`config.mk`:
```
export PLATFORM = sky130hd
export DESIGN_NAME = ws_score_unit
export DESIGN_NICKNAME = d
export VERILOG_FILES = /design/src/rtl/ws_pkg.sv /design/src/rtl/ws_ctrl.sv /design/src/rtl/ws_adder.sv /design/src/rtl/ws_mult.sv /design/src/rtl/ws_score_unit.sv
export SDC_FILE = /design/constraint.sdc
export NUM_CORES = 1
export LEC_CHECK = 0
export ABC_CLOCK_PERIOD_IN_PS = 7200
export BUFFER_PORTS_ARGS = -buffer_cell sky130_fd_sc_hd__buf_2
export CAP_MARGIN = 20
export CORE_MARGIN = 2
export CORE_UTILIZATION = 62
export CTS_CLUSTER_DIAMETER = 150
export DETAILED_ROUTE_END_ITERATION = 6
export PLACE_DENSITY_LB_ADDON = 0.08
export SLEW_MARGIN = 20
export SYNTH_ARGS = -nofsm -noshare
export SYNTH_HDL_FRONTEND = slang
export SYNTH_SLANG_ARGS = --single-unit
```
`constraint.sdc`:
```
create_clock -name clk -period 7.2 [get_ports clk]
set_clock_uncertainty 0.05 [all_clocks]
set_input_delay 1.44 -clock clk [delete_from_list [all_inputs] [get_ports clk]]
set_output_delay 1.44 -clock clk [all_outputs]
set_load 0.03 [all_outputs]
```
`src/rtl/ws_pkg.sv`:
```
package ws_pkg;

  typedef enum logic [2:0] {
    S_IDLE,
    S_ADD_AB,
    S_ADD_C,
    S_MUL_SUM,
    S_MUL_D,
    S_ADD_PROD,
    S_ROUND,
    S_FIN
  } ws_state_e;

  typedef enum logic {
    ADD_A_SCORE,
    ADD_A_ACC
  } add_a_e;

  typedef enum logic [1:0] {
    ADD_B_SCORE_B,
    ADD_B_SCORE_C,
    ADD_B_SCRATCH,
    ADD_B_HALF
  } add_b_e;

  typedef enum logic {
    MUL_A_ACC,
    MUL_A_SCORE_D
  } mul_a_e;

  typedef enum logic {
    MUL_B_FIFTH,
    MUL_B_TWO_FIFTHS
  } mul_b_e;

  typedef struct packed {
    logic   latch;
    logic   add_en;
    logic   mul_en;
    logic   acc_we;
    logic   acc_from_mul;
    logic   scr_we;
    logic   fin;
    add_a_e add_a;
    add_b_e add_b;
    mul_a_e mul_a;
    mul_b_e mul_b;
  } ws_op_t;

  // Nearest fixed-point step of num/den with frac fractional bits
  function automatic int unsigned frac_weight(input int unsigned num,
                                              input int unsigned den,
                                              input int unsigned frac);
    return ((num << frac) + den / 2) / den;
  endfunction

endpackage

```
`src/rtl/ws_ctrl.sv`:
```
module ws_ctrl
  import ws_pkg::*;
(
  input  logic   clk,
  input  logic   rst,
  input  logic   start,
  output ws_op_t op
);

  ws_state_e state, nxt;

  always_ff @(posedge clk) begin
    if (rst) state <= S_IDLE;
    else     state <= nxt;
  end

  always_comb begin
    nxt = state;
    unique case (state)
      S_IDLE:     if (start) nxt = S_ADD_AB;
      S_ADD_AB:   nxt = S_ADD_C;
      S_ADD_C:    nxt = S_MUL_SUM;
      S_MUL_SUM:  nxt = S_MUL_D;
      S_MUL_D:    nxt = S_ADD_PROD;
      S_ADD_PROD: nxt = S_ROUND;
      S_ROUND:    nxt = S_FIN;
      S_FIN:      nxt = S_IDLE;
      default:    nxt = S_IDLE;
    endcase
  end

  always_comb begin
    op = '{latch: 1'b0, add_en: 1'b0, mul_en: 1'b0, acc_we: 1'b0,
           acc_from_mul: 1'b0, scr_we: 1'b0, fin: 1'b0,
           add_a: ADD_A_ACC, add_b: ADD_B_SCORE_B,
           mul_a: MUL_A_ACC, mul_b: MUL_B_FIFTH};
    unique case (state)
      S_IDLE: op.latch = start;
      S_ADD_AB: begin
        op.add_en = 1'b1; op.acc_we = 1'b1;
        op.add_a  = ADD_A_SCORE; op.add_b = ADD_B_SCORE_B;
      end
      S_ADD_C: begin
        op.add_en = 1'b1; op.acc_we = 1'b1;
        op.add_a  = ADD_A_ACC; op.add_b = ADD_B_SCORE_C;
      end
      S_MUL_SUM: begin
        op.mul_en = 1'b1; op.scr_we = 1'b1;
        op.mul_a  = MUL_A_ACC; op.mul_b = MUL_B_FIFTH;
      end
      S_MUL_D: begin
        op.mul_en = 1'b1; op.acc_we = 1'b1; op.acc_from_mul = 1'b1;
        op.mul_a  = MUL_A_SCORE_D; op.mul_b = MUL_B_TWO_FIFTHS;
      end
      S_ADD_PROD: begin
        op.add_en = 1'b1; op.acc_we = 1'b1;
        op.add_a  = ADD_A_ACC; op.add_b = ADD_B_SCRATCH;
      end
      S_ROUND: begin
        op.add_en = 1'b1; op.acc_we = 1'b1;
        op.add_a  = ADD_A_ACC; op.add_b = ADD_B_HALF;
      end
      S_FIN:   op.fin = 1'b1;
      default: ;
    endcase
  end

  // a single shared unit is active per cycle
  p_one_unit_r7: assert property (@(posedge clk) disable iff (rst)
    !(op.add_en && op.mul_en));

  // a start during a job never re-enters the first step
  p_busy_start_ignored_r5: assert property (@(posedge clk) disable iff (rst)
    (state != S_IDLE && start) |=> (state != S_ADD_AB));

  // finishing step comes six steps after the first add
  p_step_count_r3: assert property (@(posedge clk) disable iff (rst)
    (state == S_FIN) |-> ($past(state, 6) == S_ADD_AB));

endmodule

```
`src/rtl/ws_adder.sv`:
```
module ws_adder #(
  parameter int W = 19
) (
  input  logic [W-1:0] a,
  input  logic [W-1:0] b,
  output logic [W-1:0] sum,
  output logic         carry
);

  always_comb {carry, sum} = {1'b0, a} + {1'b0, b};

endmodule

```
`src/rtl/ws_mult.sv`:
```
module ws_mult #(
  parameter int AW = 10,
  parameter int BW = 8
) (
  input  logic [AW-1:0]    a,
  input  logic [BW-1:0]    b,
  output logic [AW+BW-1:0] p
);

  always_comb p = {{BW{1'b0}}, a} * {{AW{1'b0}}, b};

endmodule

```
`src/rtl/ws_score_unit.sv`:
```
module ws_score_unit
  import ws_pkg::*;
#(
  parameter int SCORE_W  = 8,
  parameter int WEIGHT_W = 8,
  parameter int FRAC_W   = 8
) (
  input  logic                                clk,
  input  logic                                rst,
  input  logic                                start,
  input  logic [SCORE_W-1:0]                  score_a,
  input  logic [SCORE_W-1:0]                  score_b,
  input  logic [SCORE_W-1:0]                  score_c,
  input  logic [SCORE_W-1:0]                  score_d,
  output logic [SCORE_W+WEIGHT_W+3-FRAC_W-1:0] result,
  output logic                                done
);

  localparam int NUM_SC = 4;
  localparam int SUM_W  = SCORE_W + 2;
  localparam int PROD_W = SUM_W + WEIGHT_W;
  localparam int ACC_W  = PROD_W + 1;
  localparam int RES_W  = ACC_W - FRAC_W;
  localparam int unsigned W_FIFTH     = frac_weight(1, 5, FRAC_W);
  localparam int unsigned W_TWO_FIFTH = frac_weight(2, 5, FRAC_W);
  localparam logic [ACC_W-1:0] HALF   = ACC_W'(1) << (FRAC_W - 1);

  ws_op_t op;

  ws_ctrl u_ctrl (
    .clk   (clk),
    .rst   (rst),
    .start (start),
    .op    (op)
  );

  // Captured score bank
  logic [NUM_SC*SCORE_W-1:0] score_in, score_q;
  assign score_in = {score_d, score_c, score_b, score_a};

  for (genvar g = 0; g < NUM_SC; g++) begin : g_lane
    always_ff @(posedge clk) begin
      if (rst)           score_q[g*SCORE_W +: SCORE_W] <= '0;
      else if (op.latch) score_q[g*SCORE_W +: SCORE_W] <= score_in[g*SCORE_W +: SCORE_W];
    end
  end

  logic [SCORE_W-1:0] sa, sb, sc, sd;
  assign sa = score_q[0*SCORE_W +: SCORE_W];
  assign sb = score_q[1*SCORE_W +: SCORE_W];
  assign sc = score_q[2*SCORE_W +: SCORE_W];
  assign sd = score_q[3*SCORE_W +: SCORE_W];

  logic [ACC_W-1:0] acc, scratch;

  // Shared adder operand muxes
  logic [ACC_W-1:0] add_a, add_b, add_sum;
  logic             add_carry;

  always_comb begin
    unique case (op.add_a)
      ADD_A_SCORE: add_a = ACC_W'(sa);
      default:     add_a = acc;
    endcase
    unique case (op.add_b)
      ADD_B_SCORE_B: add_b = ACC_W'(sb);
      ADD_B_SCORE_C: add_b = ACC_W'(sc);
      ADD_B_SCRATCH: add_b = scratch;
      default:       add_b = HALF;
    endcase
  end

  ws_adder #(.W(ACC_W)) u_add (
    .a     (add_a),
    .b     (add_b),
    .sum   (add_sum),
    .carry (add_carry)
  );

  // Shared multiplier operand muxes
  logic [SUM_W-1:0]    mul_a;
  logic [WEIGHT_W-1:0] mul_b;
  logic [PROD_W-1:0]   mul_p;

  always_comb begin
    unique case (op.mul_a)
      MUL_A_SCORE_D: mul_a = SUM_W'(sd);
      default:       mul_a = acc[SUM_W-1:0];
    endcase
    unique case (op.mul_b)
      MUL_B_TWO_FIFTHS: mul_b = WEIGHT_W'(W_TWO_FIFTH);
      default:          mul_b = WEIGHT_W'(W_FIFTH);
    endcase
  end

  ws_mult #(.AW(SUM_W), .BW(WEIGHT_W)) u_mul (
    .a (mul_a),
    .b (mul_b),
    .p (mul_p)
  );

  // Accumulator and scratch
  always_ff @(posedge clk) begin
    if (rst) begin
      acc     <= '0;
      scratch <= '0;
    end else begin
      if (op.acc_we) acc     <= op.acc_from_mul ? ACC_W'(mul_p) : add_sum;
      if (op.scr_we) scratch <= ACC_W'(mul_p);
    end
  end

  // Registered outputs
  always_ff @(posedge clk) begin
    if (rst) begin
      result <= '0;
      done   <= 1'b0;
    end else begin
      done <= op.fin;
      if (op.fin) result <= acc[ACC_W-1:FRAC_W];
    end
  end

  p_done_pulse_r3: assert property (@(posedge clk) disable iff (rst)
    done |=> !done);

  p_result_hold_r6: assert property (@(posedge clk) disable iff (rst)
    !done |-> $stable(result));

  p_scores_hold_r4: assert property (@(posedge clk) disable iff (rst)
    !op.latch |=> $stable(score_q));

  p_no_overflow_r9: assert property (@(posedge clk) disable iff (rst)
    (op.acc_we && !op.acc_from_mul) |-> !add_carry);

  p_mul_fits_r9: assert property (@(posedge clk) disable iff (rst)
    (op.mul_en && op.mul_a == MUL_A_ACC) |-> (acc[ACC_W-1:SUM_W] == '0));

  initial begin
    assert (RES_W >= SCORE_W) else $error("result width too small");
  end

endmodule

```
Word level (Yosys, flattened, before mapping)
Index checks and enable logic that the tools add are counted.
{"block": "totals", "regBits": 84, "latchBits": 0, "mem_bits_rw": 0, "mem_bits_ro": 0, "input_bits": 35, "output_inout_bits": 12, "mem_count": 0}
{"block": "op_classes", "addsub": 1, "mul": 1, "div_mod_pow": 0, "order_cmp": 0, "eq_ne": 10, "shifts": 0, "mux": 14, "n_bitwise": 0, "reduce_logical": 3}
{"cell": "$pmux W18 S3", "n": 1}
{"cell": "$mux W19", "n": 2}
{"cell": "$pmux W3 S8", "n": 1}
{"cell": "$add A19 B18 Y19", "n": 1}
{"cell": "$mul A10 B7 Y17", "n": 1}
{"cell": "$eq A3 B3 Y1 const B", "n": 4}
{"cell": "$pmux W3 S4", "n": 1}
{"cell": "$mux W10", "n": 1}
{"cell": "$mux W7", "n": 1}
{"cell": "$eq A3 B2 Y1 const B", "n": 2}
{"cell": "$mux W1", "n": 5}
{"cell": "$reduce_or A5 Y1", "n": 1}
{"cell": "$eq A3 B1 Y1 const B", "n": 1}
{"cell": "$logic_not A3 Y1", "n": 1}
{"cell": "$mux W3", "n": 1}
{"cell": "$eq A2 B1 Y1 const B", "n": 1}
{"cell": "$eq A2 B2 Y1 const B", "n": 1}
{"cell": "$logic_not A2 Y1", "n": 1}
{"cell": "$mux W2", "n": 1}
{"cell": "$ne A2 B2 Y1 const B", "n": 1}

Depth between registers and ports, before layout
{"block": "logic_depth", "ltp_word": 6, "mapped_depth": 23, "ltp_nobuf": 21}

Modules after synthesis
Synthesis repeated with hierarchy kept, for this count alone.
{"block": "hier_totals", "hier_cells": 820, "hier_area_um2": 7409.6}
{"mod": "ws_score_unit", "n_inst": 1, "cells_each": 350, "area_per_inst_um2": 3539.6, "seq_area_each_um2": 1621.6}
{"mod": "ws_mult", "n_inst": 1, "cells_each": 324, "area_per_inst_um2": 2691.3, "seq_area_each_um2": 0.0}
{"mod": "ws_adder", "n_inst": 1, "cells_each": 119, "area_per_inst_um2": 934.6, "seq_area_each_um2": 0.0}
{"mod": "ws_ctrl", "n_inst": 1, "cells_each": 27, "area_per_inst_um2": 244.0, "seq_area_each_um2": 60.1}

Worst setup path before layout
No wires, ideal clock.
{"block": "synth_path", "path_type": "reg2reg", "from": "register u_ctrl.state[2]", "to": "register scratch[15]", "arrival_time_ns": 5.076, "required_ns": 7.057, "slack_ns": 1.981, "path_stages_with_launch": 22, "synth_period_minus_slack_ns": 5.219, "path_cell_list": "dfxtp_1 -> buf_2 -> nand2_1 -> nor2_1 -> buf_4 -> nand2_1 -> nand2_1 -> inv_1 -> fa_1 -> fa_1 -> inv_1 -> fa_1 -> inv_1 -> fa_1 -> inv_1 -> ha_1 -> and2_1 -> o21ai_0 -> o31ai_2 -> o41ai_2 -> o21ai_2 -> o311ai_2"}
{"block": "synth_via", "elab_chain_len": 4, "word_cells_on_any_way": 7, "cone_classes": "mul (1); eq/ne (2); mux (4)"}
{"element": "start: declaration", "line_no": "ws_ctrl.sv:10", "source": "ws_state_e state, nxt;"}
{"element": "start signal: assignment", "line_no": "ws_ctrl.sv:14", "source": "else state <= nxt;"}
{"element": "$eq A3 B3 Y1"}
{"element": "$mux W2", "line_no": "ws_ctrl.sv:37", "source": "unique case (state)"}
{"element": "$mux W10 / $mux W7 (equally long branches)", "line_no": "ws_score_unit.sv:86, ws_score_unit.sv:90"}
{"element": "$mul A10 B7 Y17", "line_no": "ws_mult.sv:10", "source": "always_comb p = {{BW{1'b0}}, a} * {{AW{1'b0}}, b};"}
{"element": "end signal: assignment", "line_no": "ws_score_unit.sv:109", "source": "if (op.scr_we) scratch <= ACC_W'(mul_p);"}
{"element": "end: declaration", "line_no": "ws_score_unit.sv:54", "source": "logic [ACC_W-1:0] acc, scratch;"}
Parallel ways exist; a longest one is shown, timed or not.
A chain may end at the register's enable or synchronous reset.

Final worst setup path
{"block": "layout_path", "from": "register u_ctrl.state[1]", "to": "register scratch[16]"}
The elaborated chain is that of the path after synthesis.

==> run metrics <==
number of vias in the routed layout=5596; CTS sink cnt=83; leakage power=3.13 nW; mux cell area share after synthesis=2.10%; Fmax achieved=164 MHz; Post-CTS Setup Bufs=0; Startpoint Class=flop; minimum clock period=6.11 ns; H-tree Lvls=3; placed wire-length estimate=12.0 mm; final wirelength=15.7 mm; largest net degree at the start of global routing=79; Clock Latency Late Sink=0.38 ns; share of layout cells above drive strength 1=13.1%; Cell Rows=36; IO Count=47; Worst Hold Launch=sc[0]; RSZ-0062 raised after global routing=false; PwrDens=236 nW/um2; Clock Path Buffers=2; CP most frequent cell=fa_1; initial DRC count=281; register bit count reported by yosys=83; status=complete, no violations; CTS Root Cell=clkbuf_8; Final Cycle Share=84.8%; crit path DAT=6.28 ns; Slew Limit Headroom=29.5%; DRC=0; part of the power in the clock network=21.1%; YS warnings=0; synthesized cell area=6260 um2; Die Footprint=10900 um2; met2 Usage GRT=49.3%; post_cts resized=0; post-route ant nets=0; CP Max Fanout=19; Flop pwr share=32.7%; Power Internal=943 uW; vias in the first global route=5353; final hold vios=0; combinational share of power=46.1%; M1 GR Usage=37.8%; critical path endpoint category=flop; Top FF cell, synth=dfxtp_1; switching share of total power=40.9%; starting density of the core=64.0%; worst-path cell chain=inv_1 > nand2_1 > nor2_1 > buf_4 > nand2_1 > nand2b_1 > fa_1 > fa_1 > inv_1 > fa_1 > fa_1 > inv_1 > ha_1 > o21a_1 > o31ai_2 > a211oi_2 > nor3_2 > o31a_2 > xnor2_1 > a211oi_2; Final WS setup=1.09 ns; Required @ worst endpoint=7.38 ns; DIE HEIGHT=104 um; Post-CTS Hold Fix Bufs=0; WS Path Type=reg2reg; compound-gate portion of the synthesized area=20.1%; gpl congestion=0.995; post-synth cell types=61; drt via density=5.93; Post-Synth XOR/XNOR Area=3.22%; Psw=653 uW; gr usage total=29.5%; Post-Synth Simple-Gate Area=20.5%; most used routing layer=met2; worst-margin pin slew=1.05 ns; Synth Instances=777; Die X-Extent=104 um; Pre-antenna DRT Iters=4; filler instances=825; Setup crit start=u_ctrl.state[1]; met3 GRT Util=4.51%; HP Class=reg2reg; critical path's largest stage delay=0.76 ns; final instance area=6760 um2; worst vdd ir=0.140 mV; # setup viols final=0; core region area=9770 um2; first-pass GRT wire length=25.9 mm; reg2reg start=u_ctrl.state[1]; ANT cells=0; critical path's slowest cell=dfxtp_1; Reg clk slew, reported paths=0.10 ns; antenna violations before repair=0; nets=928; max cap viols=0; Placed Area=6560 um2; register area share after synthesis=26.5%; pre-CTS WS=1.19 ns; total congestion overflow=0; CTS tree=built; largest family of logic cells by synthesized area=adder cells; post-synthesis adder-cell area fraction=20.9%; routed len/inst=16.6 um; count of input and output buffers=46; Post-synth ARST share=0%; setup TNS=0 ns; Num CTS Buffers=9; Final Max Slew Viols=0; Post-synth EDFFs=0; P&R area growth vs syn=8.00%; Mapped Avg Cell Area=8.06 um2
## layout make-up
type | instances | area (um2) | area share [%]
timing repair buffer | 54 | 290 | 4.29
clock inverter | 5 | 53.8 | 0.796
sequential | 83 | 1660 | 24.6
inverter | 65 | 244 | 3.61
tap | 133 | 166 | 2.46
multi-input combinational | 593 | 4210 | 62.3
clock buffer | 11 | 131 | 1.94
## cells in the mapped netlist (all sizes together), types with 13 or more instances
master	count	area (um2)
nand2	156	586
nor3	18	100
nor2	32	120
ha	58	726
nor2b	13	88.8
o21ai	19	103
clkbuf	27	101
fa	29	581
dfxtp	83	1660
inv	65	244
a21oi	74	370
xnor2	18	158
and3	15	93.8
## per-layer routing
metal  share of wire [%]  up-vias  wire length (um)
met5                   0        -                 0
met2                  48      202              7610
li1                    -     2722                 -
met3                 5.7       45               890
met1                  42     2627              6660
met4                 3.4        0               534
## cells by family after synthesis
logic type | after synthesis
multiplexers | 12
AND/OR/NAND/NOR | 281
XOR/XNOR | 23
buffers and inverters | 104
adder cells (fa/ha/maj) | 87
AO/OA/AOI/OAI | 185
flip-flops | 83
other | 2
## worst max-delay path: cells and delay by family (launching register included)
| family | cells | cell delay [ns] |
|---|---|---|
| AND/OR/NAND/NOR | 5 | 0.83 |
| XOR/XNOR | 1 | 0.19 |
| flip-flops | 1 | 0.76 |
| AO/OA/AOI/OAI | 5 | 0.98 |
| adder cells (fa/ha/maj) | 5 | 2.43 |
| buffers and inverters | 4 | 0.70 |
## sequential cells by signal (all words and copies together) (netlist names)
register	cells
acc	19
result	11
u_ctrl.state	3
scratch	17
sc	8
sd	8
sb	8
done	1
sa	8
## metrics by stage
stage	instances	total power [mW]	util [%]	hold WS (ns)
after floorplan	780	1.09	-	0.382
after global placement	927	1.23	67.2	0.394
after detailed placement	927	1.26	67.2	0.395
after CTS	943	1.59	69.0	0.408
after global routing	944	1.71	69.2	0.421
final	944	1.60	69.2	0.407
## placed cells by master (no fill, tap or decap), drive strengths merged, types with 19 or more instances in the layout
cell type	instances
buf	53
dfxtp	83
ha	58
o21ai	19
fa	29
inv	65
a21oi	74
nand2	156
nor2	32
## power by group through the flow
stage	clock network [mW]	logic, mW	registers (mW)
CTS	0.340	0.730	0.521
global placement	0	0.698	0.531
global route	0.362	0.826	0.525
detailed placement	0	0.727	0.532
floorplan	0	0.572	0.515
finish	0.337	0.736	0.523
## final timing paths
path	end	slack, ns	depth (start not counted)
worst min register to register	sc[0]	0.41	2
worst min-delay path	sc[0]	0.41	2
worst max register to register	scratch[16]	1.09	20
worst max-delay path	scratch[16]	1.09	20
No activity file was read; power rests on OpenSTA's default activity.
